`config.mk`:
```
export PLATFORM = sky130hd
export DESIGN_NAME = gpx_port
export DESIGN_NICKNAME = d
export VERILOG_FILES = /design/src/rtl/gpx_pkg.sv /design/src/rtl/gpx_sync.sv /design/src/rtl/gpx_regs.sv /design/src/rtl/gpx_drive.sv /design/src/rtl/gpx_port.sv
export SDC_FILE = /design/constraint.sdc
export NUM_CORES = 1
export LEC_CHECK = 0
export BUFFER_PORTS_ARGS = -buffer_cell sky130_fd_sc_hd__buf_2
export CORE_UTILIZATION = 43
export DETAILED_ROUTE_END_ITERATION = 12
export PLACE_DENSITY = 0.81
export SKIP_LAST_GASP = 1
export SYNTH_ARGS = -nofsm -noshare
export SYNTH_HDL_FRONTEND = slang
export SYNTH_SLANG_ARGS = --single-unit
```
`constraint.sdc`:
```
create_clock -name clk -period 0.9 [get_ports clk]
set_input_delay 0.18 -clock clk [delete_from_list [all_inputs] [get_ports clk]]
set_output_delay 0.18 -clock clk [all_outputs]
set_load 0.005 [all_outputs]
```
`src/rtl/gpx_pkg.sv`:
```
package gpx_pkg;

    typedef enum logic [1:0] {
        SEL_DATA = 2'd0,
        SEL_DIR  = 2'd1,
        SEL_NONE = 2'd2
    } reg_sel_e;

    function automatic reg_sel_e decode_offset(input logic [1:0] off);
        unique case (off)
            2'd0:    decode_offset = SEL_DATA;
            2'd1:    decode_offset = SEL_DIR;
            default: decode_offset = SEL_NONE;
        endcase
    endfunction

endpackage

```
`src/rtl/gpx_sync.sv`:
```
module gpx_sync #(
    parameter int WIDTH  = 8,
    parameter int STAGES = 2
) (
    input  logic             clk,
    input  logic             rst_n,
    input  logic [WIDTH-1:0] async_in,
    output logic [WIDTH-1:0] sync_out
);
    logic [WIDTH-1:0] chain_q [STAGES];

    generate
        for (genvar s = 0; s < STAGES; s++) begin : g_stage
            always_ff @(posedge clk or negedge rst_n) begin
                if (!rst_n) begin
                    chain_q[s] <= '0;
                end else if (s == 0) begin
                    chain_q[s] <= async_in;
                end else begin
                    chain_q[s] <= chain_q[(s == 0) ? 0 : s-1];
                end
            end
        end
    endgenerate

    assign sync_out = chain_q[STAGES-1];
endmodule

```
`src/rtl/gpx_regs.sv`:
```
module gpx_regs
    import gpx_pkg::*;
#(
    parameter int WIDTH = 8
) (
    input  logic             clk,
    input  logic             rst_n,
    input  logic [1:0]       bus_addr,
    input  logic             bus_we,
    input  logic [WIDTH-1:0] bus_wdata,
    input  logic             bus_re,
    input  logic [WIDTH-1:0] pin_level,
    output logic [WIDTH-1:0] dir_q,
    output logic [WIDTH-1:0] latch_q,
    output logic [WIDTH-1:0] bus_rdata
);
    reg_sel_e sel;
    assign sel = decode_offset(bus_addr);

    always_ff @(posedge clk or negedge rst_n) begin
        if (!rst_n) begin
            dir_q   <= '0;
            latch_q <= '0;
        end else if (bus_we) begin
            if (sel == SEL_DATA) latch_q <= bus_wdata;
            if (sel == SEL_DIR)  dir_q   <= bus_wdata;
        end
    end

    always_comb begin
        bus_rdata = '0;
        if (bus_re) begin
            unique case (sel)
                SEL_DATA: bus_rdata = pin_level;
                SEL_DIR:  bus_rdata = dir_q;
                default:  bus_rdata = '0;
            endcase
        end
    end
endmodule

```
`src/rtl/gpx_drive.sv`:
```
module gpx_drive #(
    parameter int WIDTH = 8
) (
    input  logic [WIDTH-1:0] dir_q,
    input  logic [WIDTH-1:0] latch_q,
    input  logic [WIDTH-1:0] perif_oe,
    input  logic [WIDTH-1:0] perif_out,
    output logic [WIDTH-1:0] pad_oe,
    output logic [WIDTH-1:0] pad_out
);
    generate
        for (genvar i = 0; i < WIDTH; i++) begin : g_pin
            always_comb begin
                if (perif_oe[i]) begin
                    pad_oe[i]  = 1'b1;
                    pad_out[i] = perif_out[i];
                end else if (dir_q[i]) begin
                    pad_oe[i]  = 1'b1;
                    pad_out[i] = latch_q[i];
                end else begin
                    pad_oe[i]  = 1'b0;
                    pad_out[i] = 1'b0;
                end
            end
        end
    endgenerate
endmodule

```
`src/rtl/gpx_port.sv`:
```
module gpx_port #(
    parameter int WIDTH       = 8,
    parameter int SYNC_STAGES = 2
) (
    input  logic             clk,
    input  logic             rst_n,
    input  logic [1:0]       bus_addr,
    input  logic             bus_we,
    input  logic [WIDTH-1:0] bus_wdata,
    input  logic             bus_re,
    output logic [WIDTH-1:0] bus_rdata,
    output logic [WIDTH-1:0] pad_oe,
    output logic [WIDTH-1:0] pad_out,
    input  logic [WIDTH-1:0] pad_in,
    input  logic [WIDTH-1:0] perif_oe,
    input  logic [WIDTH-1:0] perif_out,
    input  logic             stop_mode,
    output logic [WIDTH-1:0] perif_in,
    output logic [WIDTH-1:0] irq_level
);
    logic [WIDTH-1:0] level_s;
    logic [WIDTH-1:0] dir_q;
    logic [WIDTH-1:0] latch_q;

    gpx_sync #(.WIDTH(WIDTH), .STAGES(SYNC_STAGES)) u_sync (
        .clk      (clk),
        .rst_n    (rst_n),
        .async_in (pad_in),
        .sync_out (level_s)
    );

    gpx_regs #(.WIDTH(WIDTH)) u_regs (
        .clk       (clk),
        .rst_n     (rst_n),
        .bus_addr  (bus_addr),
        .bus_we    (bus_we),
        .bus_wdata (bus_wdata),
        .bus_re    (bus_re),
        .pin_level (level_s),
        .dir_q     (dir_q),
        .latch_q   (latch_q),
        .bus_rdata (bus_rdata)
    );

    gpx_drive #(.WIDTH(WIDTH)) u_drive (
        .dir_q     (dir_q),
        .latch_q   (latch_q),
        .perif_oe  (perif_oe),
        .perif_out (perif_out),
        .pad_oe    (pad_oe),
        .pad_out   (pad_out)
    );

    assign irq_level = level_s;
    assign perif_in  = stop_mode ? '0 : level_s;
endmodule

```
==> metrics.cfg, run 1 <==
[critical_path]
crit_required_ns=0.72
max_stage_delay_ns=0.42
crit_buf_inv=1
cp_slowest_cell=dfrtp_1
cp-end-kind=output pin
setup.worst_path.start_class=register
critical_path_class=reg -> out
cp.arrival_ns=1.10
cp_max_fo=4
crit_family=flip-flops
crit_chain=mux2i_1, nor2_1, buf_2

[place]
portBuffers=78
dpl.hpwl_um=2220
gp_congestion=0.793
placed_area_um2=1820

[cts]
cts.path.max_buffers=2
cts_tree=done
clk_pin_slew_ns=0.09
clkLatencyLatePin_ns=0.31
clockRootBuffer=clkbuf_4
cts-htree-levels=2
numCtsBuffers=5
cts_sinks=32

[synthesis]
synthFlopType=dfrtp_1
synth.distinct_cells=14
ys_seq_area_frac=0.571
synth_async_sr_flop_share=1.00
synth_commonest_cells=32 x dfrtp_1, 16 x mux2_2, 16 x nand2_1
ys_ff_latch=32
synth_warnings=0
synth_top_area_share=0.571
synth_nets=156
synthCells=117
synth_most_common_cell=dfrtp_1
synth_edf_count=0
ys_top_cells_by_area=dfrtp_1 57%, mux2_2 13%, mux2i_1 5.7%
synth_area_leader_cell=dfrtp_1
synth_area_um2=1400
synth_area_per_cell_um2=12.0

[detailed_routing]
dr.first_iter.drc_count=16
routed_wl_um=3010
drt-met1-wl_um=1180
wl_per_cell_um=11.9
vias=1146
detail-route-antenna-nets=0
topRoutingLayerUsed=met4
drc=0
drt-pass1-iter-count=2
vias_per_cell=4.55
wl_met3_um=141
dr_wl_met2_um=1630

[finish]
diodes=0
utilization=0.672
drive_above_1_share=0.567
area_growth_pct=47.5
finalNetCount=246
fillers=235
fin_area_um2=2070

[sta]
slew_violations=0
min_period_over_period=1.43
worst_slew_pin_slew_ns=0.362
rsz0062_at_grt=true
finalCriticalPeriod_ns=1.28
slew_headroom=0.759
setup-violations-final=40
post-route-worst-setup-slack_ns=-0.384
final_hold_viol_count=0
skew_ns=0.000422
max_freq_mhz=779

[grt]
grt_pass1_vias=1084
antenna_found_initial=0
grt_overflow=0
grt_max_degree=33
grt_pass1_wl_um=4600
grt_usage=0.185

[job]
cap_violations=0

[floorplanning]
die_area_um2=3490
pin_count=79
rows=20
initial_core_util=0.456
die_h_um=59.1
die-width_um=59.1
core_um2=3080

[power]
leakagePower_nw=1.06
ir_drop_mv=1.13
pwr_density_cell_nw_per_um2=1600

[run_status]
violations=setup timing
status=complete, but fails checks

[min_path]
hold_class=in -> reg

cells in the final DEF (no fill, tap or decap):
master,instances
buf_2,70
dfrtp_1,32
nand2_1,16
mux2_2,16
dlygate4sd3_1,9
buf_6,9
mux2i_1,8
nor2_1,8
or2_4,8
o21ai_1,8
nor2b_1,6
clkbuf_4,5
buf_4,4
nor2b_4,2
clkbuf_1,2
nand2b_1,1
nor3b_4,1
nand3b_2,1
clkbuf_8,1
buf_12,1
state kept, by name, indices dropped and copies added (netlist names):
| register | cells |
|---|---|
| u_regs.dir_q | 8 |
| u_regs.latch_q | 8 |
| u_sync.chain_q | 8 |
| u_sync.sync_out | 8 |
metrics by stage:
| step | worst slack (ns) | power (mW) | hold slack, ns | setup TNS [ns] | std cells |
|---|---|---|---|---|---|
| after floorplan | -0.231 | 2.07 | -0.116 | -2.19 | 117 |
| after global placement | -0.218 | 2.37 | 0.141 | -5.20 | 234 |
| after detailed placement | -0.245 | 2.39 | 0.143 | -5.39 | 234 |
| after CTS | -0.385 | 3.32 | 0.0967 | -11.73 | 251 |
| after global routing | -0.466 | 3.50 | 0.0845 | -13.98 | 252 |
| final | -0.384 | 3.31 | 0.102 | -11.41 | 252 |
cells by family after synthesis:
group,Yosys count,share of synthesized area
AO/OA/AOI/OAI,8,0.0285
buffers and inverters,10,0.0535
flip-flops,32,0.571
multiplexers,24,0.186
AND/OR/NAND/NOR,43,0.161
layer usage:
metal / GRT usage / vias up
met4: 0.0816 / 0
met5: 0 / -
met1: 0.204 / 538
met3: 0.0459 / 7
met2: 0.336 / 40
li1: - / 561
worst paths after layout:
check | start | endpoint | slack [ns] | cells after the start
max | u_regs.dir_q[0] | bus_rdata[0] | -0.38 | 3
min | bus_wdata[2] | u_regs.dir_q[2] | 0.10 | 2
max reg2reg | u_regs.dir_q[0] | u_regs.dir_q[0] | 0.09 | 1
min reg2reg | u_sync.chain_q[13] | u_sync.sync_out[5] | 0.35 | 0
max in group asynchronous | rst_n | u_regs.dir_q[0] | 0.41 | 3
min in group asynchronous | rst_n | u_regs.dir_q[4] | 0.33 | 3
report_power, final:
| part | total, mW | internal, mW | switching, mW |
|---|---|---|---|
| registers | 1.74 | 1.61 | 0.130 |
| logic | 0.755 | 0.479 | 0.276 |
| clock network | 0.811 | 0.385 | 0.426 |
cell type report:
| class | count | area [um^2] | area share |
|---|---|---|---|
| well taps | 44 | 55.1 | 0.0266 |
| multi-input cells | 75 | 562 | 0.272 |
| clock buffers | 8 | 58.8 | 0.0284 |
| repair buffers | 93 | 592 | 0.286 |
| flip-flops and latches | 32 | 801 | 0.387 |
repair_timing:
item | 4_1_cts | 5_1_grt
buffers inserted | 0 | 1
hold buffers | 9 | 0
pin swaps | 8 | 1
gates resized for setup | 23 | 5
setup endpoints to repair | 40 | 40
hold endpoints to repair | 40 | 0
(Power assumes the default switching activity.)
==> run 2, diff against run 1 <==
--- a/config.mk
+++ b/config.mk
@@ -8,6 +8,7 @@
 export BUFFER_PORTS_ARGS = -buffer_cell sky130_fd_sc_hd__buf_2
 export CORE_UTILIZATION = 43
 export DETAILED_ROUTE_END_ITERATION = 12
+export GPL_ROUTABILITY_DRIVEN = 1
 export PLACE_DENSITY = 0.81
 export SKIP_LAST_GASP = 1
 export SYNTH_ARGS = -nofsm -noshare
==> constraint.sdc (replaced) <==
create_clock -name clk -period 1.3 [get_ports clk]
set_input_delay 0.26 -clock clk [delete_from_list [all_inputs] [get_ports clk]]
set_output_delay 0.26 -clock clk [all_outputs]
set_load 0.005 [all_outputs]
==> metrics.cfg, run 2 (synthesis results as in run 1) <==
[critical_path]
cp.arrival_ns=1.11  ; about the same
cp_slowest_cell=dfrtp_1
cp-end-kind=output pin
critical_path_class=reg -> out
max_stage_delay_ns=0.43  ; about the same
setup.worst_path.start_class=register
r2r_setup_slack_ns=0.48  ; +0.39 ns
cp_max_fo=4  ; unchanged
crit_chain=or2_4, buf_6
crit_required_ns=1.04  ; +0.32 ns

[sta]
setup-violations-final=17  ; -57%
finalCriticalPeriod_ns=1.37
post-route-worst-setup-slack_ns=-0.0739  ; +0.311 ns
slew_headroom=0.763  ; +0.00450
skew_ns=0.000435  ; +0.0000133 ns
whs_ns=0.0360  ; -0.0660 ns
slew_violations=0  ; unchanged
min_period_over_period=1.06
worst_slew_pin_slew_ns=0.355  ; -0.00675 ns
rsz0062_at_grt=true
final_hold_viol_count=0  ; unchanged
max_freq_mhz=728

[detailed_routing]
drc=0  ; unchanged
detail-route-antenna-nets=0  ; unchanged
dr.first_iter.drc_count=30  ; +14
drt-pass1-iter-count=2  ; unchanged
vias_per_cell=4.68  ; +2.9%
wl_per_cell_um=12.4  ; +3.7%
routed_wl_um=3070  ; +2.1%
vias=1161  ; +1.3%

[power]
ir_drop_mv=0.816  ; -28%
leakagePower_nw=1.05  ; -1.1%
design_power_total_mw=2.43  ; -26%
pwr_density_cell_nw_per_um2=1200  ; -25%

[grt]
grt_pass1_wl_um=4750  ; +3.3%
grt_overflow=0  ; unchanged
antenna_found_initial=0  ; unchanged
grt_pass1_vias=1093  ; +0.83%
grt_max_degree=19  ; -42%
grt_usage=0.195  ; +0.00925

[job]
cap_violations=0  ; unchanged

[floorplanning]
die_area_um2=3490  ; unchanged
die_h_um=59.1  ; unchanged
rows=20  ; unchanged
die-width_um=59.1  ; unchanged
pin_count=79  ; unchanged
initial_core_util=0.456  ; unchanged
core_um2=3080  ; unchanged

[run_status]
status=complete, but fails checks
violations=setup timing

[finish]
layout_common_cells=70 x buf_2, 32 x dfrtp_1, 16 x nand2_1, 16 x mux2_2
stdcell_count=248  ; -1.6%
fin_area_um2=2030  ; -2.0%
finalNetCount=242  ; -1.6%
area_growth_pct=44.5
final_common_cell=buf_2
drive_above_1_share=0.588  ; +0.0209
diodes=0  ; unchanged

[cts]
clk_pin_slew_ns=0.09  ; about the same
cts-htree-levels=2  ; unchanged
clkLatencyLatePin_ns=0.32  ; about the same
post_cts_buffers=0  ; unchanged
clockRootBuffer=clkbuf_4
cts_sinks=32  ; unchanged
cts.path.max_buffers=2  ; unchanged
numCtsBuffers=5  ; unchanged
cts_tree=done

[place]
dpl.hpwl_um=2350  ; +5.6%
dp_cells=236  ; +0.85%
pre_cts_ws_ns=0.0584  ; +0.304 ns
gp_congestion=0.781  ; -1.5%
portBuffers=78  ; unchanged
placed_area_um2=1830  ; +0.14%

[min_path]
hold_class=in -> reg

## run 2: worst max-delay path, delay by kind of cell (launching register included)
family	cells	cell delay [ns]
and+or+nand+nor	1	0.25
DFF	1	0.43
buffers and inverters	1	0.11
## run 2: final cells by class
cell class / instances / area [um^2]
Timing Repair Buffer: 89 / 533
Fill cell: 274 / 1050
Multi-Input combinational cell: 75 / 562
Tap cell: 44 / 55.1
Sequential cell: 32 / 801
Clock inverter: 2 / 35.0
Clock buffer: 6 / 41.3
## run 2: routing by layer
layer  GRT usage  part of all wire
met5           0                 0
met4       0.105             0.018
met2       0.338              0.53
met3      0.0677             0.051
met1       0.207              0.40
## run 2: per-stage QoR
step / util / setup TNS, ns
floorplan: - / 0
global placement: 0.593 / 0
detailed placement: 0.593 / 0
CTS: 0.644 / -1.09
global route: 0.659 / -2.74
finish: 0.659 / -0.703
## run 2: power breakdown
part / internal [mW] / switching [mW]
clock: 0.403 / 0.314
combinational: 0.321 / 0.189
sequential: 1.11 / 0.0926
## run 2: repair_timing
action                     in CTS  in global routing
hold endpoints to repair       16                  3
pin swaps                      11                  5
hold buffers                    1                  3
setup endpoints to repair      24                 30
resized for setup              24                  4
## run 2: final timing paths
path	to	from	cells after the start
worst max register to register	u_regs.dir_q[3]	u_regs.dir_q[3]	1
min in group asynchronous	u_sync.chain_q[13]	rst_n	2
worst min register to register	u_sync.sync_out[2]	u_sync.chain_q[10]	0
worst max-delay path	pad_oe[3]	u_regs.dir_q[3]	2
max in group asynchronous	u_regs.dir_q[3]	rst_n	3
worst min-delay path	u_sync.chain_q[13]	pad_in[5]	1
==> run 3, diff against run 2 <==
==> constraint.sdc (replaced) <==
create_clock -name clk -period 1.5 [get_ports clk]
set_input_delay 0.3 -clock clk [delete_from_list [all_inputs] [get_ports clk]]
set_output_delay 0.3 -clock clk [all_outputs]
set_load 0.005 [all_outputs]
==> metrics.cfg, run 3 (synthesis results as in run 1) <==
[sta]
max_freq_mhz=697
skew_ns=0.000562  ; +0.000127 ns
post-route-worst-setup-slack_ns=0.0646  ; +0.139 ns
min_period_over_period=0.957
finalCriticalPeriod_ns=1.44
setup-violations-final=0  ; -17
slew_headroom=0.555  ; -0.209
slew_violations=0  ; unchanged
fin_tns_setup_ns=0  ; +0.703 ns
rsz0062_at_grt=false
final_hold_viol_count=0  ; unchanged
worst_slew_pin_slew_ns=0.668  ; +0.313 ns

[detailed_routing]
wl_per_cell_um=11.7  ; -5.7%
drt-pass1-iter-count=3  ; +1
dr.first_iter.drc_count=3  ; -90%
vias_per_cell=4.63  ; -1.1%
drc=0  ; unchanged
vias=1107  ; -4.7%
routed_wl_um=2790  ; -9.1%
detail-route-antenna-nets=0  ; unchanged

[floorplanning]
core_um2=3080  ; unchanged
die_h_um=59.1  ; unchanged
pin_count=79  ; unchanged
die_area_um2=3490  ; unchanged
initial_core_util=0.456  ; unchanged
die-width_um=59.1  ; unchanged
rows=20  ; unchanged

[grt]
grt_pass1_wl_um=4430  ; -6.8%
grt_max_degree=33  ; +14
grt_overflow=0  ; unchanged
grt_pass1_vias=1021  ; -6.6%
antenna_found_initial=0  ; unchanged
grt_usage=0.179  ; -0.0158

[finish]
area_growth_pct=34.2
final_common_cell=buf_2
fillers=281  ; +2.6%
diodes=0  ; unchanged
multiInputGateArea_um2=544  ; -3.1%
register_area_um2=801  ; unchanged
finalNetCount=233  ; -3.7%
drive_above_1_share=0.579  ; -0.00875
layout_common_cells=78 x buf_2, 32 x dfrtp_1, 16 x nand2_1, 16 x mux2_2

[critical_path]
critical_path_class=reg -> out
cp_max_fo=4  ; unchanged
r2r_cells=1  ; unchanged
crit_chain=or2_2, buf_2
setup.worst_path.start_class=register
cp-end-kind=output pin
cp.arrival_ns=1.14  ; +0.03 ns
crit_required_ns=1.20  ; +0.16 ns
max_stage_delay_ns=0.41  ; -0.02 ns
cp_slowest_cell=dfrtp_1

[cts]
post_cts_buffers=0  ; unchanged
numCtsBuffers=5  ; unchanged
cts_tree=done
cts.path.max_buffers=2  ; unchanged
clockRootBuffer=clkbuf_4
clk_pin_slew_ns=0.10  ; about the same
clkLatencyLatePin_ns=0.32  ; about the same
cts-htree-levels=2  ; unchanged
hold_buffers=0  ; -1
cts_sinks=32  ; unchanged

[run_status]
status=finished, final reports clean

[job]
cap_violations=0  ; unchanged

[place]
dpl.hpwl_um=2200  ; -6.4%
pre_cts_ws_ns=0.147  ; +0.0887 ns
portBuffers=78  ; unchanged
gp_congestion=0.806  ; +3.1%

[power]
leakagePower_nw=0.978  ; -7.0%
ir_drop_mv=0.629  ; -23%
pwr_density_cell_nw_per_um2=1090  ; -9.5%

[min_path]
hold_class=in -> async

==> run 3: changes by cell type in the layout (fill, tap and decap cells not counted), sizes merged <==
cell         before  now
buf              85   80
dlygate4sd3       4    0
==> run 3: through the flow <==
stage	utilization	total power, mW	std cells	area [um^2]	hold WS (ns)
after floorplan	-	1.24	117	1400	0.00441
after global placement	0.581	1.41	231	1790	0.332
after detailed placement	0.581	1.43	231	1790	0.336
after CTS	0.606	2.06	239	1860	0.0158
final	0.611	2.04	239	1880	0.00315
after global routing	0.611	2.16	239	1880	0.0305
==> run 3: area by class of cell <==
type / count / area share
repair buffers: 80 / 0.215
multi-input cells: 75 / 0.289
flip-flops and latches: 32 / 0.426
clock inverters: 2 / 0.0186
well taps: 44 / 0.0293
clock buffers: 6 / 0.0219
==> run 3: worst paths after layout <==
check | to | startpoint | slack [ns]
min in group clk | u_sync.chain_q[8] | pad_in[0] | 0.08
worst min register to register | u_sync.sync_out[0] | u_sync.chain_q[8] | 0.36
worst min-delay path | u_sync.chain_q[15] | rst_n | 0.003
worst max-delay path | pad_oe[7] | u_regs.dir_q[7] | 0.06
worst max register to register | u_regs.dir_q[5] | u_regs.dir_q[5] | 0.68
max in group asynchronous | u_sync.chain_q[10] | rst_n | 1.07
==> run 3: metal layers <==
layer | wire length (um) | share of wire | GRT usage | up-vias
met5 | 0 | 0 | 0 | -
met4 | 44 | 0.016 | 0.0918 | 0
met3 | 162 | 0.058 | 0.0524 | 6
met2 | 1440 | 0.52 | 0.299 | 42
met1 | 1140 | 0.41 | 0.209 | 524
li1 | - | - | - | 535
==> run 3: worst max-delay path, delay by kind of cell, from the launching register on <==
| family | cells | cell delay (ns) |
|---|---|---|
| simple gates | 1 | 0.27 |
| buf+inv | 1 | 0.13 |
| flops | 1 | 0.41 |
==> run 3: report_power, final <==
part           total [mW]  internal, mW  switching, mW
Clock               0.627         0.349          0.278
Combinational       0.376         0.228          0.148
Sequential           1.04         0.966         0.0756
Total                2.04          1.54          0.501
==> run 3: what timing repair did <==
| item | 4_1_cts | 5_1_grt |
|---|---|---|
| setup endpoints to repair | 0 | 7 |
| endpoints found under the hold margin | 0 | 0 |
| gates resized for setup | 0 | 7 |
